[src/rtl/flagged_alu_pkg.sv]
package flagged_alu_pkg;
  typedef enum logic [4:0] {
    OP_AND   = 5'd0,
    OP_OR    = 5'd1,
    OP_XOR   = 5'd2,
    OP_NOT   = 5'd3,
    OP_ADD   = 5'd4,
    OP_SUB   = 5'd5,
    OP_MULL  = 5'd6,
    OP_UMULH = 5'd7,
    OP_SMULH = 5'd8,
    OP_SHL   = 5'd9,
    OP_SHR   = 5'd10,
    OP_CMPE  = 5'd11,
    OP_CMPA  = 5'd12,
    OP_CMPAE = 5'd13,
    OP_CMPG  = 5'd14,
    OP_CMPGE = 5'd15,
    OP_MOV   = 5'd16,
    OP_CMOV  = 5'd17
  } op_e;

  localparam int unsigned OP_W = 5;
endpackage

[src/rtl/flagged_alu_logic.sv]
module flagged_alu_logic #(
  parameter int unsigned W = 16
) (
  input  logic [1:0]   sel,
  input  logic [W-1:0] opj,
  input  logic [W-1:0] opa,
  output logic [W-1:0] res,
  output logic         zero
);
  for (genvar b = 0; b < W; b++) begin : g_bit
    always_comb begin
      unique case (sel)
        2'd0:    res[b] = opj[b] & opa[b];
        2'd1:    res[b] = opj[b] | opa[b];
        2'd2:    res[b] = opj[b] ^ opa[b];
        default: res[b] = ~opa[b];
      endcase
    end
  end

  assign zero = ~|res;
endmodule

[src/rtl/flagged_alu_arith.sv]
module flagged_alu_arith #(
  parameter int unsigned W = 16
) (
  input  logic [W-1:0] opj,
  input  logic [W-1:0] opa,
  output logic [W-1:0] sum,
  output logic         carry,
  output logic [W-1:0] diff,
  output logic         borrow,
  output logic [W-1:0] mul_lo,
  output logic [W-1:0] mul_hi,
  output logic         mul_ovf,
  output logic [W-1:0] smul_hi,
  output logic         smul_ovf
);
  localparam int unsigned PW = 2 * W;

  logic [W:0]  add_full;
  logic [W:0]  sub_full;
  logic [PW-1:0] prod_u;
  logic signed [PW-1:0] prod_s;
  logic [W:0]  sign_span;

  assign add_full = {1'b0, opj} + {1'b0, opa};
  assign sum      = add_full[W-1:0];
  assign carry    = add_full[W];

  // 2^W + j - a: the top bit stays set unless a borrow occurs
  assign sub_full = {1'b1, opj} - {1'b0, opa};
  assign diff     = sub_full[W-1:0];
  assign borrow   = ~sub_full[W];

  assign prod_u  = {{W{1'b0}}, opj} * {{W{1'b0}}, opa};
  assign mul_lo  = prod_u[W-1:0];
  assign mul_hi  = prod_u[PW-1:W];
  assign mul_ovf = |prod_u[PW-1:W];

  assign prod_s    = $signed({{W{opj[W-1]}}, opj}) * $signed({{W{opa[W-1]}}, opa});
  assign smul_hi   = prod_s[PW-1:W];
  assign sign_span = prod_s[PW-1:W-1];
  assign smul_ovf  = ~((&sign_span) | ~(|sign_span));
endmodule

[src/rtl/flagged_alu_shcmp.sv]
module flagged_alu_shcmp #(
  parameter int unsigned W = 16
) (
  input  logic [W-1:0] opj,
  input  logic [W-1:0] opa,
  output logic [W-1:0] shl_res,
  output logic [W-1:0] shr_res,
  output logic         eq,
  output logic         ugt,
  output logic         uge,
  output logic         sgt,
  output logic         sge
);
  localparam int unsigned SHW = (W > 1) ? $clog2(W) : 1;
  localparam logic [W-1:0] W_LIMIT = W[W-1:0];

  logic           amt_big;
  logic [SHW-1:0] amt;

  assign amt_big = (opa >= W_LIMIT);
  assign amt     = opa[SHW-1:0];

  assign shl_res = amt_big ? '0 : (opj << amt);
  assign shr_res = amt_big ? '0 : (opj >> amt);

  assign eq  = (opj == opa);
  assign ugt = (opj > opa);
  assign uge = ugt | eq;
  assign sgt = ($signed(opj) > $signed(opa));
  assign sge = sgt | eq;
endmodule

[src/rtl/flagged_alu.sv]
module flagged_alu
  import flagged_alu_pkg::*;
#(
  parameter int unsigned W = 16
) (
  input  logic            clk,
  input  logic            rst_n,
  input  logic            instr_valid,
  input  logic [OP_W-1:0] opcode,
  input  logic [W-1:0]    src_j,
  input  logic [W-1:0]    src_a,
  input  logic [W-1:0]    dest_val,
  output logic [W-1:0]    result,
  output logic            wr_en,
  output logic            flag_next,
  output logic            flag_q
);
  op_e op;
  assign op = op_e'(opcode);

  logic [W-1:0] lg_res;
  logic         lg_zero;
  logic [W-1:0] ad_sum, sb_diff, m_lo, m_hi, sm_hi;
  logic         ad_c, sb_b, m_ovf, sm_ovf;
  logic [W-1:0] sh_l, sh_r;
  logic         c_eq, c_ugt, c_uge, c_sgt, c_sge;
  logic         writes;

  flagged_alu_logic #(.W(W)) u_logic (
    .sel  (opcode[1:0]),
    .opj  (src_j),
    .opa  (src_a),
    .res  (lg_res),
    .zero (lg_zero)
  );

  flagged_alu_arith #(.W(W)) u_arith (
    .opj      (src_j),
    .opa      (src_a),
    .sum      (ad_sum),
    .carry    (ad_c),
    .diff     (sb_diff),
    .borrow   (sb_b),
    .mul_lo   (m_lo),
    .mul_hi   (m_hi),
    .mul_ovf  (m_ovf),
    .smul_hi  (sm_hi),
    .smul_ovf (sm_ovf)
  );

  flagged_alu_shcmp #(.W(W)) u_shcmp (
    .opj     (src_j),
    .opa     (src_a),
    .shl_res (sh_l),
    .shr_res (sh_r),
    .eq      (c_eq),
    .ugt     (c_ugt),
    .uge     (c_uge),
    .sgt     (c_sgt),
    .sge     (c_sge)
  );

  always_comb begin
    result    = '0;
    flag_next = flag_q;
    writes    = 1'b1;
    case (op)
      OP_AND, OP_OR, OP_XOR, OP_NOT: begin
        result    = lg_res;
        flag_next = lg_zero;
      end
      OP_ADD:   begin result = ad_sum;  flag_next = ad_c;   end
      OP_SUB:   begin result = sb_diff; flag_next = sb_b;   end
      OP_MULL:  begin result = m_lo;    flag_next = m_ovf;  end
      OP_UMULH: begin result = m_hi;    flag_next = m_ovf;  end
      OP_SMULH: begin result = sm_hi;   flag_next = sm_ovf; end
      OP_SHL:   begin result = sh_l;    flag_next = src_j[W-1]; end
      OP_SHR:   begin result = sh_r;    flag_next = src_j[0];   end
      OP_CMPE:  begin writes = 1'b0; flag_next = c_eq;  end
      OP_CMPA:  begin writes = 1'b0; flag_next = c_ugt; end
      OP_CMPAE: begin writes = 1'b0; flag_next = c_uge; end
      OP_CMPG:  begin writes = 1'b0; flag_next = c_sgt; end
      OP_CMPGE: begin writes = 1'b0; flag_next = c_sge; end
      OP_MOV:   result = src_a;
      OP_CMOV:  result = flag_q ? src_a : dest_val;
      default:  writes = 1'b0;
    endcase
  end

  assign wr_en = instr_valid & writes;

  always_ff @(posedge clk or negedge rst_n) begin
    if (!rst_n)           flag_q <= 1'b0;
    else if (instr_valid) flag_q <= flag_next;
  end
endmodule

[config.mk]
export PLATFORM = sky130hd
export DESIGN_NAME = flagged_alu
export DESIGN_NICKNAME = d
export VERILOG_FILES = /design/src/rtl/flagged_alu_pkg.sv /design/src/rtl/flagged_alu_logic.sv /design/src/rtl/flagged_alu_arith.sv /design/src/rtl/flagged_alu_shcmp.sv /design/src/rtl/flagged_alu.sv
export SDC_FILE = /design/constraint.sdc
export NUM_CORES = 1
export LEC_CHECK = 0
export BUFFER_PORTS_ARGS = -buffer_cell sky130_fd_sc_hd__buf_2
export CAP_MARGIN = 20
export CORE_MARGIN = 2
export CORE_UTILIZATION = 55
export DETAILED_ROUTE_END_ITERATION = 8
export HOLD_SLACK_MARGIN = 0.12
export PLACE_DENSITY_LB_ADDON = 0.15
export SLEW_MARGIN = 20
export SYNTH_ARGS = -nofsm -noshare
export SYNTH_HDL_FRONTEND = slang
export SYNTH_SLANG_ARGS = --single-unit
[constraint.sdc]
create_clock -name clk -period 21.2 [get_ports clk]
set_clock_uncertainty 0.2 [all_clocks]
set_input_delay 6.36 -clock clk [delete_from_list [all_inputs] [get_ports clk]]
set_output_delay 6.36 -clock clk [all_outputs]
set_load 0.1 [all_outputs]
=== Word level (Yosys, flattened, before mapping) ===
Index checks and enable logic that the tools add are counted.

* Output and inout port bits: 19
* Register bits: 1
* Logic and storage cells: 133

* Bitwise gates (word level): 71
* Add/sub/neg operators: 2
* Magnitude comparators: 3
* Shift-type cells: 2
* Mux-type cells: 22
* Reductions and logical operators: 10
* Equal/unequal tests: 20
* Multipliers: 2

{| class="wikitable"
|+ Operator list
! cell !! number
|-
| one-hot mux 16 bit (10 select lines) || 1
|-
| multiplier 16 x 16 -> 32 bit || 2
|-
| two-way mux 16 bit || 3
|-
| one-hot mux 1 bit (3 select lines) || 16
|-
| equality test 5 x 4 -> 1 bit (second input constant) || 8
|-
| > comparator 16 bit || 2
|-
| OR reduction 16 bit || 2
|-
| equality test 5 x 3 -> 1 bit (second input constant) || 4
|-
| NOT 1 bit || 19
|-
| OR 1 bit || 19
|-
| adder 16 x 16 -> 17 bit || 1
|-
| bitwise AND 1 bit || 17
|-
| AND reduction 17 bit || 1
|-
| OR reduction 17 bit || 1
|-
| subtractor 17 x 16 -> 17 bit || 1
|-
| equality test 16 bit || 1
|-
| >= comparator 16 x 5 -> 1 bit (second input constant) || 1
|-
| << shifter 16 x 4 -> 16 bit || 1
|-
| right shift 16 x 4 -> 16 bit || 1
|-
| XOR 1 bit || 16
|-
| OR reduction 13 bit || 1
|-
| one-hot mux 1 bit (12 select lines) || 1
|-
| equality test 5 x 2 -> 1 bit (second input constant) || 2
|-
| equality test 5 bit (second input constant) || 2
|-
| 9 further kinds || 9
|}

=== Depth between registers and ports, before layout ===
* Depth after elaboration: 6
* Depth in mapped cells: 29
* Gate-level depth less buffers: 26

=== By module ===
Synthesis repeated with hierarchy kept, for this count alone.

* Cell total of the unflattened synthesis: 2310
* Area, all modules: 19832.8 sq um

{| class="wikitable"
|+ Modules (own cells, without submodules)
! module !! area each (sq um) !! times used !! cells an instance
|-
| flagged_alu_arith || 15507.4 || 1 || 1750
|-
| flagged_alu_shcmp || 1726.7 || 1 || 230
|-
| flagged_alu || 1485.2 || 1 || 205
|-
| flagged_alu_logic || 1113.6 || 1 || 125
|}

=== Least setup slack after synthesis ===
No wires, ideal clock.

* Kind: in2out
* Start: input port src_a[2]
* End: output port flag_next
* Stages: 27
* Arrival: 14307 ps
* Setup slack: 333 ps
* Cell sequence: clkbuf_1 clkbuf_1 clkbuf_1 buf_1 nand2_1 inv_1 fa_1 inv_1 fa_1 inv_1 fa_1 fa_1 fa_1 inv_1 fa_1 inv_1 ha_1 and4_1 a221oi_1 nand4_1 nand2_1 o21ai_0 a21oi_1 xnor2_1 or4_1 a31oi_1 o21ai_1

* Word-level cells in the longest chain between the ends: 6
* Elaborated cells on any way between the ends: 24
* Those cells by class: 2 x add/sub; 2 x mul; 2 x order compare; 1 x eq/ne; 2 x mux; 10 x bitwise; 5 x reduce/logical

{| class="wikitable"
|+ Ends and longest elaborated chain
! element !! RTL line !! source
|-
| from (decl) || flagged_alu.sv:11 || <nowiki>input logic [W-1:0] src_a,</nowiki>
|-
| multiplier 16 x 16 -> 32 bit || flagged_alu_arith.sv:38 || <nowiki>assign prod_s = $signed({{W{opj[W-1]}}, opj}) * $signed({{W{opa[W-1]}}, opa});</nowiki>
|-
| OR reduction 17 bit || flagged_alu_arith.sv:41 || <nowiki>assign smul_ovf = ~((&sign_span) | ~(|sign_span));</nowiki>
|-
| NOT 1 bit || flagged_alu_arith.sv:41 ||
|-
| OR 1 bit || flagged_alu_arith.sv:41 ||
|-
| NOT 1 bit || flagged_alu_arith.sv:41 ||
|-
| one-hot mux 1 bit (12 select lines) (*) || flagged_alu.sv:67 || <nowiki>case (op)</nowiki>
|-
| to (decl) || flagged_alu.sv:15 || <nowiki>output logic flag_next,</nowiki>
|}

Mark *: on every way between the ends. The rest lies on a longest branch, timed or not.

=== Worst setup path after layout ===
* Start: input port src_j[12]
* End: output port flag_next

* Word-level cells in the longest chain between the ends: 6
* Elaborated cells on any way between the ends: 23
* Those cells by class: 2 x add/sub; 2 x mul; 2 x order compare; 1 x eq/ne; 2 x mux; 9 x bitwise; 5 x reduce/logical

{| class="wikitable"
|+ Ends and longest elaborated chain
! element !! RTL line !! source
|-
| from (decl) || flagged_alu.sv:10 || <nowiki>input logic [W-1:0] src_j,</nowiki>
|-
| multiplier 16 x 16 -> 32 bit || flagged_alu_arith.sv:38 ||
|-
| OR reduction 17 bit || flagged_alu_arith.sv:41 ||
|-
| NOT 1 bit || flagged_alu_arith.sv:41 ||
|-
| OR 1 bit || flagged_alu_arith.sv:41 ||
|-
| NOT 1 bit || flagged_alu_arith.sv:41 ||
|-
| one-hot mux 1 bit (12 select lines) (*) || flagged_alu.sv:67 ||
|}

Marks and branches as above.

==> impl_metrics.json <==
{
  "status": "finished, final reports clean",
  "whs_ns": 0.427,
  "totalWireLength_um": 71600,
  "synth_fa_ha_area_share_pct": 53.7,
  "muxShareOfSynthArea_pct": 3.05,
  "grt.overflow.total": 0,
  "die-area_sq_um": 34900,
  "grt_max_degree": 33,
  "synth_cell_type_count": 71,
  "synthCells": 2255,
  "synth_common_cells": "inv_1, fa_1, nor2_1, nand2_1, ha_1",
  "hold_class": "reg2reg",
  "path_class": "in2out",
  "largest_register_ffs": 1,
  "die-height_um": 187,
  "synthArstFlopShare_pct": 100,
  "synth.yosys.seq_area_share_pct": 0.136,
  "remaining_drc_errors": 0,
  "rsz0062_at_grt": "no",
  "startpoint_type": "input pin",
  "insertion_delay_ns": 0,
  "worstSetupEndpointType": "primary output",
  "finalHoldViolations": 0,
  "post_drt_wl_per_cell_um": 26.1,
  "dp.final_hpwl_um": 60200,
  "max_flop_register": "flag_q",
  "required_ns": 14.64,
  "synthTopCellsByArea": "fa_1, ha_1, inv_1",
  "slew_headroom_pct": 27.5,
  "slew_violations": 0,
  "drtIter0Drc": 2004,
  "cts_setup_buffers": 0,
  "design_area_sq_um": 19400,
  "fillers": 3101,
  "ant_nets": 0,
  "start_util_pct": 56.3,
  "synth-seq-cells": 1,
  "max_freq_mhz": 47.4,
  "layout_min_cycle_time_ns": 21.11,
  "drive_above_1_share_pct": 7.45,
  "synth_edf_count": 0,
  "r2r_cells": 2,
  "synth_top_family_by_area": "adder cells",
  "first_global_vias": 17665,
  "netlist.area_leader.share_pct": 39.9,
  "synth-xor-area-share_pct": 2.90,
  "avgSynthCellArea_sq_um": 8.16,
  "ys.flop_type": "dfrtp_1",
  "nets": 2923,
  "postCtsHoldBufs": 0,
  "finalSetupTns_ns": 0,
  "post_cts_resized": 0,
  "gp_congestion": 1.10,
  "first_pass_iters": 6,
  "rows": 66,
  "drv_cap": 0,
  "pin_count": 75,
  "antenna_found_initial": 4,
  "port_buffers": 74,
  "syn-num-nets": 2880,
  "synth_compound_area_share_pct": 14.0,
  "core_sq_um": 32700,
  "placed_cell_area_sq_um": 19400,
  "clkSlewWorstSetupHoldPaths_ns": 0,
  "worstMarginPinSlew_ns": 1.08,
  "synth-simple-area-share_pct": 13.9,
  "setup_violations": 0,
  "area_growth_pct": 5.60,
  "synth_most_common_cell": "inv_1",
  "grt_pass1_wl_um": 109000,
  "vias": 17092,
  "yosys.area.top_type": "fa_1",
  "grt_use_total_pct": 41.7,
  "die_x_um": 187,
  "arrival_ns": 14.55,
  "mappedNetlistArea_sq_um": 18400,
  "yosys_warnings": 0,
  "largest_registers": "flag_q: 1 flops",
  "fin_crit_sh_pct": 99.6,
  "critPathMaxFanout": 14,
  "hold_depth": 2,
  "routed_via_density": 6.23
}
## cell families after synthesis
| logic type | count (synthesis) |
|---|---|
| and+or+nand+nor | 593 |
| buffers and inverters | 603 |
| muxes | 37 |
| xor gates and xnor gates | 61 |
| adders and majority gates | 569 |
| AOI/OAI and AO/OA | 391 |
| DFF | 1 |
## critical path, stage by stage
cell and delay [ns]:
buf_2 0.43, clkinvlp_4 0.50, nor2_1 0.28, fa_1 0.44, inv_1 0.11, fa_1 0.44, fa_1 0.51, inv_1 0.05
fa_1 0.52, fa_1 0.50, inv_1 0.05, fa_1 0.47, inv_1 0.05, ha_1 0.51, and4_1 0.37, nor2b_1 0.47
a41oi_1 0.25, nand4_1 0.24, nand2_1 0.12, o21ai_0 0.31, a21oi_1 0.13, xnor2_1 0.19, or4_1 0.53, a31oi_1 0.18
buf_4 0.17, o21ai_1 0.07, buf_2 0.29
## through the flow
step	util, %	instances	setup WS [ns]
final	59.4	2742	0.0933
after global placement	59.4	2738	0.223
after global routing	59.4	2738	0.0575
after detailed placement	59.4	2738	0.183
after floorplan	-	2255	0.333
after CTS	59.4	2738	0.147
## final timing paths
| check | endpoint | slack, ns | start |
|---|---|---|---|
| worst max-delay path | flag_next | 0.09 | src_j[12] |
| worst min-delay path | flag_q$_DFFE_PN0P_ | 0.43 | flag_q$_DFFE_PN0P_ |
| worst min register to register | flag_q$_DFFE_PN0P_ | 0.43 | flag_q$_DFFE_PN0P_ |
| worst max register to register | flag_q$_DFFE_PN0P_ | 20.29 | flag_q$_DFFE_PN0P_ |
| max in group asynchronous | flag_q$_DFFE_PN0P_ | 14.77 | rst_n |
| min in group asynchronous | flag_q$_DFFE_PN0P_ | 5.94 | rst_n |
## layout make-up
class                      count  area (sq um)  share of cell area [%]
timing repair buffer         129           783                    4.03
multi-input combinational   1651         16100                    83.0
tap                          442           553                    2.85
antenna                        4          10.0                  0.0515
sequential                     1          25.0                   0.129
inverter                     515          1940                    9.97
## layout by cell type, fill, tap and decap left out, types with 12 or more instances in the layout
master,Yosys,routed
a211oi_1,26,26
nor2_1,225,223
nand2_1,223,223
nand2b_1,12,12
o21ai_0,84,84
nand3_1,29,29
inv_1,507,507
nor3_1,28,27
buf_4,0,55
buf_2,4,74
nand4_1,15,15
o22ai_1,21,21
o21bai_1,13,13
mux2i_1,20,20
xor2_1,27,27
xnor2_1,34,34
a21oi_1,101,101
a21o_1,24,24
ha_1,202,202
mux4_2,15,15
a221oi_1,28,28
o211ai_1,12,12
fa_1,367,367
## layer usage
metal | track usage (%) | up-vias | routed length (um)
li1 | - | 7298 | -
met5 | 0 | - | 9
met4 | 18.0 | 2 | 3900
met3 | 11.0 | 207 | 8850
met1 | 55.8 | 8511 | 27700
met2 | 64.2 | 1074 | 31200
